### src/rtl/vcdt_pkg.sv
package vcdt_pkg;

    localparam logic [5:0] DT_BYTE_RAW8 = 6'h2A;
    localparam logic [5:0] DT_USER_LO   = 6'h30;
    localparam logic [5:0] DT_USER_HI   = 6'h37;

    typedef enum logic [1:0] {
        PK_EMPTY = 2'd0,
        PK_FILL  = 2'd1,
        PK_HOLD  = 2'd2
    } pk_state_e;

    function automatic logic is_byte_dt(input logic [5:0] dt);
        return (dt == DT_BYTE_RAW8) || ((dt >= DT_USER_LO) && (dt <= DT_USER_HI));
    endfunction

endpackage

### src/rtl/vcdt_match.sv
module vcdt_match #(
    parameter logic [5:0] MAIN_DT = 6'h2B
) (
    input  logic [5:0] in_dt,
    input  logic [3:0] in_vc,
    input  logic       in_fs,
    input  logic [3:0] cfg_vc,
    output logic       keep,
    output logic       is_main,
    output logic       fs_hit
);
    import vcdt_pkg::*;

    logic vc_ok;

    always_comb begin
        vc_ok   = (in_vc == cfg_vc);
        is_main = (in_dt == MAIN_DT);
        // frame-start markers never carry a pixel
        keep    = !in_fs && vc_ok && (is_main || is_byte_dt(in_dt));
        fs_hit  = in_fs && vc_ok;
    end

endmodule

### src/rtl/slot_fmt.sv
module slot_fmt #(
    parameter int MAIN_W = 10,
    parameter int SW     = 10
) (
    input  logic [SW-1:0] pixel,
    input  logic          is_main,
    output logic [SW-1:0] slot
);
    localparam int MAIN_SH = SW - MAIN_W;
    localparam int BYTE_SH = SW - 8;

    logic [SW-1:0] main_slot;
    logic [SW-1:0] byte_slot;

    always_comb begin
        main_slot = SW'(pixel[MAIN_W-1:0]) << MAIN_SH;
        byte_slot = SW'(pixel[7:0]) << BYTE_SH;
        slot      = is_main ? main_slot : byte_slot;
    end

endmodule

### src/rtl/beat_packer.sv
module beat_packer #(
    parameter int PPC   = 2,
    parameter int SW    = 10,
    parameter int OUT_W = 24,
    localparam int IW   = (PPC > 1) ? $clog2(PPC) : 1
) (
    input  logic             clk,
    input  logic             rst_n,
    input  logic             in_valid,
    output logic             in_ready,
    input  logic             pix_keep,
    input  logic [SW-1:0]    pix_slot,
    input  logic             fs_hit,
    input  logic [5:0]       in_dt,
    input  logic [3:0]       in_vc,
    input  logic             in_last,
    input  logic             in_err,
    output logic             out_valid,
    input  logic             out_ready,
    output logic [OUT_W-1:0] out_data,
    output logic             out_last,
    output logic [1:0]       out_user,
    output logic [9:0]       out_dest
);
    import vcdt_pkg::*;

    pk_state_e     state_q, state_d;
    logic [IW-1:0] cnt_q;
    logic [SW-1:0] slots_q [PPC];
    logic          last_q, err_q, sof_q, pend_q;
    logic [9:0]    dest_q;

    logic          hold, fire, pix_take, fresh, group_done;
    logic [IW-1:0] idx;

    always_comb begin
        hold       = (state_q == PK_HOLD);
        in_ready   = !hold || out_ready;
        fire       = in_valid && in_ready;
        pix_take   = fire && pix_keep;
        fresh      = (state_q != PK_FILL);
        idx        = fresh ? '0 : cnt_q;
        group_done = pix_take && ((32'(idx) == PPC - 1) || in_last);
    end

    // next-state logic
    always_comb begin
        state_d = state_q;
        unique case (state_q)
            PK_EMPTY: if (pix_take) state_d = group_done ? PK_HOLD : PK_FILL;
            PK_FILL:  if (group_done) state_d = PK_HOLD;
            PK_HOLD: begin
                if (out_ready) begin
                    if (pix_take) state_d = group_done ? PK_HOLD : PK_FILL;
                    else          state_d = PK_EMPTY;
                end
            end
            default:  state_d = PK_EMPTY;
        endcase
    end

    // state register
    always_ff @(posedge clk) begin
        if (!rst_n) state_q <= PK_EMPTY;
        else        state_q <= state_d;
    end

    // group datapath
    always_ff @(posedge clk) begin
        if (!rst_n) begin
            cnt_q  <= '0;
            last_q <= 1'b0;
            err_q  <= 1'b0;
            sof_q  <= 1'b0;
            pend_q <= 1'b0;
            dest_q <= '0;
            for (int k = 0; k < PPC; k++) slots_q[k] <= '0;
        end else begin
            if (fire && fs_hit) pend_q <= 1'b1;
            if (pix_take) begin
                for (int k = 0; k < PPC; k++) begin
                    if (k == 32'(idx))  slots_q[k] <= pix_slot;
                    else if (fresh)     slots_q[k] <= '0;
                end
                if (fresh) begin
                    err_q  <= in_err;
                    sof_q  <= pend_q;
                    pend_q <= 1'b0;
                    dest_q <= {in_dt, in_vc};
                end else begin
                    err_q  <= err_q | in_err;
                end
                last_q <= in_last;
                cnt_q  <= group_done ? '0 : IW'(32'(idx) + 1);
            end
        end
    end

    // outputs
    always_comb begin
        out_valid = hold;
        out_last  = last_q;
        out_user  = {err_q, sof_q};
        out_dest  = dest_q;
        out_data  = '0;
        for (int k = 0; k < PPC; k++) out_data[k*SW +: SW] = slots_q[k];
    end

endmodule

### src/rtl/vcdt_filter_bridge.sv
module vcdt_filter_bridge #(
    parameter logic [5:0] MAIN_DT = 6'h2B,
    parameter int MAIN_W  = 10,
    parameter int PPC     = 2,
    localparam int SW     = (MAIN_W > 8) ? MAIN_W : 8,
    localparam int OUT_W  = ((SW * PPC + 7) / 8) * 8
) (
    input  logic             clk,
    input  logic             rst_n,
    input  logic [3:0]       cfg_vc,
    input  logic             in_valid,
    output logic             in_ready,
    input  logic [SW-1:0]    in_pixel,
    input  logic [5:0]       in_dt,
    input  logic [3:0]       in_vc,
    input  logic             in_fs,
    input  logic             in_last,
    input  logic             in_err,
    output logic             out_valid,
    input  logic             out_ready,
    output logic [OUT_W-1:0] out_data,
    output logic             out_last,
    output logic [1:0]       out_user,
    output logic [9:0]       out_dest
);
    logic          pix_keep, pix_main, fs_hit;
    logic [SW-1:0] pix_slot;

    vcdt_match #(.MAIN_DT(MAIN_DT)) u_match (
        .in_dt   (in_dt),
        .in_vc   (in_vc),
        .in_fs   (in_fs),
        .cfg_vc  (cfg_vc),
        .keep    (pix_keep),
        .is_main (pix_main),
        .fs_hit  (fs_hit)
    );

    slot_fmt #(.MAIN_W(MAIN_W), .SW(SW)) u_fmt (
        .pixel   (in_pixel),
        .is_main (pix_main),
        .slot    (pix_slot)
    );

    beat_packer #(.PPC(PPC), .SW(SW), .OUT_W(OUT_W)) u_pack (
        .clk       (clk),
        .rst_n     (rst_n),
        .in_valid  (in_valid),
        .in_ready  (in_ready),
        .pix_keep  (pix_keep),
        .pix_slot  (pix_slot),
        .fs_hit    (fs_hit),
        .in_dt     (in_dt),
        .in_vc     (in_vc),
        .in_last   (in_last),
        .in_err    (in_err),
        .out_valid (out_valid),
        .out_ready (out_ready),
        .out_data  (out_data),
        .out_last  (out_last),
        .out_user  (out_user),
        .out_dest  (out_dest)
    );

endmodule

### config.mk
export PLATFORM = sky130hd
export DESIGN_NAME = vcdt_filter_bridge
export DESIGN_NICKNAME = d
export VERILOG_FILES = /design/src/rtl/vcdt_pkg.sv /design/src/rtl/vcdt_match.sv /design/src/rtl/slot_fmt.sv /design/src/rtl/beat_packer.sv /design/src/rtl/vcdt_filter_bridge.sv
export SDC_FILE = /design/constraint.sdc
export NUM_CORES = 1
export LEC_CHECK = 0
export ABC_AREA = 1
export BUFFER_PORTS_ARGS = -buffer_cell sky130_fd_sc_hd__buf_4
export CAP_MARGIN = 20
export CELL_PAD_IN_SITES_DETAIL_PLACEMENT = 0
export CELL_PAD_IN_SITES_GLOBAL_PLACEMENT = 2
export CORE_AREA = 2 2 89 91
export CTS_CLUSTER_DIAMETER = 200
export DETAILED_ROUTE_END_ITERATION = 8
export DIE_AREA = 0 0 91 93
export PLACE_DENSITY = 0.87
export SLEW_MARGIN = 20
export SYNTH_ARGS = -nofsm -noshare
export SYNTH_HDL_FRONTEND = slang
export SYNTH_SLANG_ARGS = --single-unit
### constraint.sdc
create_clock -name clk -period 2.6 [get_ports clk]
set_clock_uncertainty 0.05 [all_clocks]
set_input_delay 0.13 -clock clk [delete_from_list [all_inputs] [get_ports clk]]
set_output_delay 0.13 -clock clk [all_outputs]
set_load 0.03 [all_outputs]
# ---- Yosys cells after proc, flatten, opt, wreduce, memory -nomap -nowiden
# Memories as Yosys holds them, arrays and structs flattened.
# Index checks and enable logic that the tools add are counted.
dict set report classes {
  reduce_logical 17
  eq_ne 9
  bitwise_logic 5
  add_sub_neg 1
  mux 35
  n_lt_le_gt_ge 2
}
# operator n
set ops {}
lappend ops {{10-bit two-way mux} 5}
lappend ops {{1-bit two-way mux} 24}
lappend ops {{6-bit == test, second input constant} 2}
lappend ops {{2-bit two-way mux} 5}
lappend ops {{1-bit logical AND} 8}
lappend ops {{2-bit by 1-bit != test with 1-bit output, second input constant} 4}
lappend ops {{6-bit >= comparator, second input constant} 1}
lappend ops {{6-bit less-or-equal comparator, second input constant} 1}
lappend ops {{2-bit one-hot mux with 3 select lines} 1}
lappend ops {{1-bit bitwise OR} 5}
lappend ops {{4-bit == test} 1}
lappend ops {{1-bit logical OR} 4}
lappend ops {{3-bit AND reduction} 1}
lappend ops {{2-bit by 1-bit == test with 1-bit output, second input constant} 1}
lappend ops {{2-bit == test, second input constant} 1}
lappend ops {{1-bit logical NOT} 2}
lappend ops {{2-bit logical NOT} 1}
lappend ops {{2-bit AND reduction} 1}
lappend ops {{1-bit adder, second input constant} 1}
dict set report word_totals {
  ramBits 20
  mem_count 1
  word_cells 77
  inputBits 31
  ff_bits 17
  output_inout_bits 39
}
# memory words width read_ports rd_ports_with_merged_regs wr line
set mem_list {}
lappend mem_list {u_pack.slots_q 2 10 2 0 2 beat_packer.sv:29} ;# logic [SW-1:0] slots_q [PPC];

# ---- Longest topological paths before layout
dict set report logic_depth {
  ltp_word 11
  mapped_depth 12
  mapped_depth_nobuf 11
}

# ---- By module
# Synthesis repeated with hierarchy kept, for this count alone.
dict set report hier_totals {
  cells_unflattened 236
  area_unflattened_um2 1809.2
}
# module cells_per_inst area_each_um2 n_inst seq_area_each_um2
set modules_own_cells {}
lappend modules_own_cells {beat_packer 171 1556.5 1 840.8}
lappend modules_own_cells {vcdt_match 35 136.4 1 0.0}
lappend modules_own_cells {slot_fmt 30 116.4 1 0.0}

# ---- Least setup slack after synthesis
# No wires, ideal clock.
dict set report synth_timing {
  kind {flip-flop to flip-flop}
  start {register u_pack.state_q[0]}
  end {memory u_pack.slots_q[0][0], enable pin}
  n_path_buf 0
  period_less_slack_ns 2.093
  t_required_ns 2.159
  path_stages_with_launch 7
  arrival_ns 1.652
  path_slack_ns 0.507
  cell_sequence {dfxtp_1 -> inv_2 -> nand3_4 -> nand3b_1 -> nor2_2 -> nand2_2 -> o21ai_0}
}
# item line
set synth_lines {}
lappend synth_lines {{start: declaration} beat_packer.sv:27} ;# pk_state_e state_q, state_d;
lappend synth_lines {{start signal: assignment} beat_packer.sv:65} ;# else state_q <= state_d;
lappend synth_lines {{end: declaration} beat_packer.sv:29}

# ---- Final worst setup path
dict set report layout_timing {
  start {input port in_dt[2]}
  end {register u_pack.dest_q[1], in the netlist u_pack.out_dest[1]}
}
dict set report layout_between {
  elab_chain_cells 7
  word_cells_on_any_way 10
  classes_between {order compare: 2; eq/ne: 2; reduce/logical: 6}
}
# item line
set layout_rtl {}
lappend layout_rtl {{start: declaration} vcdt_filter_bridge.sv:14} ;# input logic [5:0] in_dt,
lappend layout_rtl {{6-bit >= comparator / 6-bit less-or-equal comparator (equally long branches)} vcdt_pkg.sv:14} ;# return (dt == DT_BYTE_RAW8) || ((dt >= DT_USER_LO) && (dt <= DT_USER_HI));
lappend layout_rtl {{1-bit logical AND} vcdt_pkg.sv:14}
lappend layout_rtl {{1-bit logical OR} vcdt_pkg.sv:14}
lappend layout_rtl {{1-bit logical OR (*)} vcdt_match.sv:20} ;# keep = !in_fs && vc_ok && (is_main || is_byte_dt(in_dt));
lappend layout_rtl {{1-bit logical AND (*)} vcdt_match.sv:20}
lappend layout_rtl {{1-bit logical AND (*)} beat_packer.sv:40} ;# pix_take = fire && pix_keep;
lappend layout_rtl {{2-bit AND reduction (no source line) (*)} n/a}
lappend layout_rtl {{end signal: assignment} beat_packer.sv:89} ;# dest_q <= {in_dt, in_vc};
lappend layout_rtl {{end: declaration} beat_packer.sv:31} ;# logic [9:0] dest_q;
# Every way passes the cells marked *; elsewhere a longest branch is shown, timed or not.
# A chain may end at the register's enable or synchronous reset.

==> metrics.md <==
| Metric | Value |
|---|---|
| Max Fclk | approximately 0.50 GHz |
| Critical path depth | 11 |
| HPWL after DPL | around 3.6 mm |
| Synth warnings | 0 |
| Peak VDD IR | approximately 0.13 mV |
| Buffers and inverters on the worst path | 3 |
| First-pass GRT wire length | between 7 and 8 mm |
| Worst Path Arrival | approximately 2.2 ns |
| CP endpoint | u_pack.out_dest[1]$_SDFFE_PN0P_ |
| I/O Buffers | 65 |
| Clock-pin transition on the worst setup and hold timing paths | 0.07 ns |
| Post-synthesis register bit count | 37 |
| Post-synth cell types | 30 |
| Core area | 7530 um2 |
| Post-CTS setup buffers | 0 |
| Final Hold Viols | 0 |
| Worst path most repeated cell | nand2_1 |
| Core Rows | 32 |
| Status | completed |
| Commonest non-fill, non-tap cell in the layout | buf_4 |
| Mapped Cells | 246 |
| Crit-path cells | dlygate4sd3_1, buf_4, inv_1, nand2_1, o21ai_0, nand2_1, nor2_4, nand2_4, nor2_8, nand2_1, nand2_1 |
| Pwr/cell area | 455 nW/um2 |
| Layout cells sized above 1 | between 20% and 30% |
| Overall routing resource usage | 11.5% |
| CTS tree | built |
| RSZ-0062 raised after global routing | no |
| Multi-input logic area | 800 um2 |
| HP Class | in -> reg |
| Drt pass-1 iters | 4 |
| DRC viols | 0 |
| H-tree levels | 2 |
| Crit path from | in_dt[2] |
| Final #Nets | between 300 and 400 |
| Antenna Cells | 0 |
| Vias | 1711 |
| Reg2reg path depth | 7 |
| Sequential share of the synthesized area | between 40% and 50% |
| Worst-Skew Late Latency | approximately 0.28 ns |
| Fin Hold WS | between 0.015 and 0.02 ns |
| Post-synth ARST share | 0% |
| CP peak stage delay | ~0.53 ns |
| FF/Latch Area | roughly 840 um2 |
| Die W | just over 90 um |
| Clk buf depth | 2 |
| Worst Max-Slew Pin Slew | approximately 0.62 ns |
| Io pins | 70 |
| Vias in the first global route | ~1600 |
| Critical path fanouts, max | 17 |
| Detail Route Antenna Nets | 0 |
| Height of the die | ~93 um |
| Starting density of the core | 25.1% |
| Number of setup violations in the final report | 0 |
| MaxCap Viol Count | 0 |
| Critical path required time | 2.78 ns |
| Cell area after synthesis | approximately 1900 um2 |
| Cell family with most CP delay | simple AND/OR/NAND/NOR gates |
| Syn Area/Cell | ~7.7 um2 |
| Main synth FF type | dfxtp_1 |
| Area Overhead vs Synth | 32.2% |
| Tcrit/Tclk final | 77.2% |
| Largest net degree at the start of global routing | 39 |
| DRT Wirelength | 4.87 mm |
| Startpoint type of the worst setup path | input port |
| GP Congestion | 0.722 |
| Worst r2r dst | u_pack.cnt_q$_SDFFE_PN0N_ |
| Worst Setup End Kind | flop |
| DRT iter0 DRCs | 66 |
| CTS Buf Count | 5 |
| Total gr overflow | 0 |
| Worst Setup Path Type | in -> reg |
| Max-slew headroom | 58.6% |
| Sink Count | 37 |
| Leakage power | roughly 1.2 nW |
| Fillers | 846 |
| Most frequent cells in the layout | buf_4 (66), nand2_1 (48), inv_1 (33) |
| Slew Limit Fails | 0 |
| Final Critical Period | between 2 and 2.5 ns |
| Antenna violations before repair | 0 |
| Setup_tns | 0 ns |
| R2r startpoint | u_pack.state_q[0]$_SDFFE_PN0P_ |
| Slowest CP cell | dlygate4sd3_1 |
| Die area | around 8500 um2 |
| Vias per cell | about 4.2 |
| Flop-to-flop setup slack | about 0.67 ns |
| Root Driver | clkbuf_8 |
| Number of synthesized flops with an enable pin | 10 |
| Wire length per cell | 11.9 um |
## stage by stage
step	util, %	instances	power [mW]	area, um2	setup WS [ns]
finish	33.1	409	1.13	2490	0.593
global route	33.1	409	1.19	2490	0.343
CTS	33.1	409	1.15	2490	0.594
detailed placement	31.8	399	0.760	2390	0.671
global placement	31.8	399	0.760	2390	0.717
floorplan	-	249	0.696	1900	0.507
## worst min-delay path by stage
stage	from	end	slack (ns)	cells after the start
4_1_cts	in_dt[3]	u_pack.out_dest[7]$_SDFFE_PN0P_	0.009	3
5_1_grt	in_dt[3]	u_pack.out_dest[7]$_SDFFE_PN0P_	0.02	3
3_3_place_gp	in_dt[2]	u_pack.out_dest[6]$_SDFFE_PN0P_	0.29	3
6_report	in_dt[3]	u_pack.out_dest[7]$_SDFFE_PN0P_	0.02	3
2_1_floorplan	in_vc[0]	u_pack.out_dest[0]$_SDFFE_PN0P_	0.19	2
3_5_place_dp	in_dt[2]	u_pack.out_dest[6]$_SDFFE_PN0P_	0.30	3
## repair_timing
| action | 4_1_cts | 5_1_grt |
|---|---|---|
| endpoints found under the hold margin | 2 | 0 |
| gates resized for setup | 0 | 0 |
| hold buffers | 2 | 0 |
## metal layers
metal / global-route usage [%] / vias up / wire [um]
met1: 14.0 / 758 / 2160
met5: 0 / - / 0
met3: 2.98 / 8 / 293
met4: 4.67 / 0 / 103
met2: 19.4 / 50 / 2310
li1: - / 895 / -
## worst min-delay path, delay by kind of cell
kind,cells,cell delay (ns)
AND/OR/NAND/NOR,2,0.10
buffers and inverters,1,0.10
## cell families (layout without fill, tap and decap cells)
logic type             count (synthesis)  count (layout)  synth area share (%)
XOR/XNOR                               3               3                  1.39
buffers and inverters                 53             111                  13.7
other                                  1               4                 0.199
AO/OA/AOI/OAI                         30              30                  8.42
AND/OR/NAND/NOR                      122             122                  31.8
flip-flops                            37              37                  44.6
## synth_stat cells (all sizes together) (2+ instances only)
cell type  number  area share, %
nand2          51             11
o21ai          15            4.0
dfxtp          27             29
nor2           35            9.4
xnor2           2           0.93
clkbuf          4           0.80
nand4          10            3.3
nand3          23            6.8
nor3            2            1.1
buf            14            5.9
a21oi          12            3.2
edfxtp         10             16
inv            35            7.0
## area by class of cell
class,instances,share of cell area (%)
clock inverter,1,0.150
sequential,37,33.7
multi-input combinational,159,32.0
clock buffer,7,3.06
inverter,35,5.27
timing repair buffer,68,20.7
tap,102,5.12
## registers in the layout (all words and copies together) (netlist names)
signal,count
u_pack.slots_q,20
u_pack.out_dest,10
u_pack.state_q,2
u_pack.cnt_q,1
u_pack.err_q,1
u_pack.out_last,1
u_pack.pend_q,1
u_pack.sof_q,1
## report_power, final
group	internal (mW)	switching, mW
registers	0.599	0.00306
clock network	0.187	0.199
logic	0.0602	0.0861
total	0.846	0.288
No activity file was read; power rests on OpenSTA's default activity.
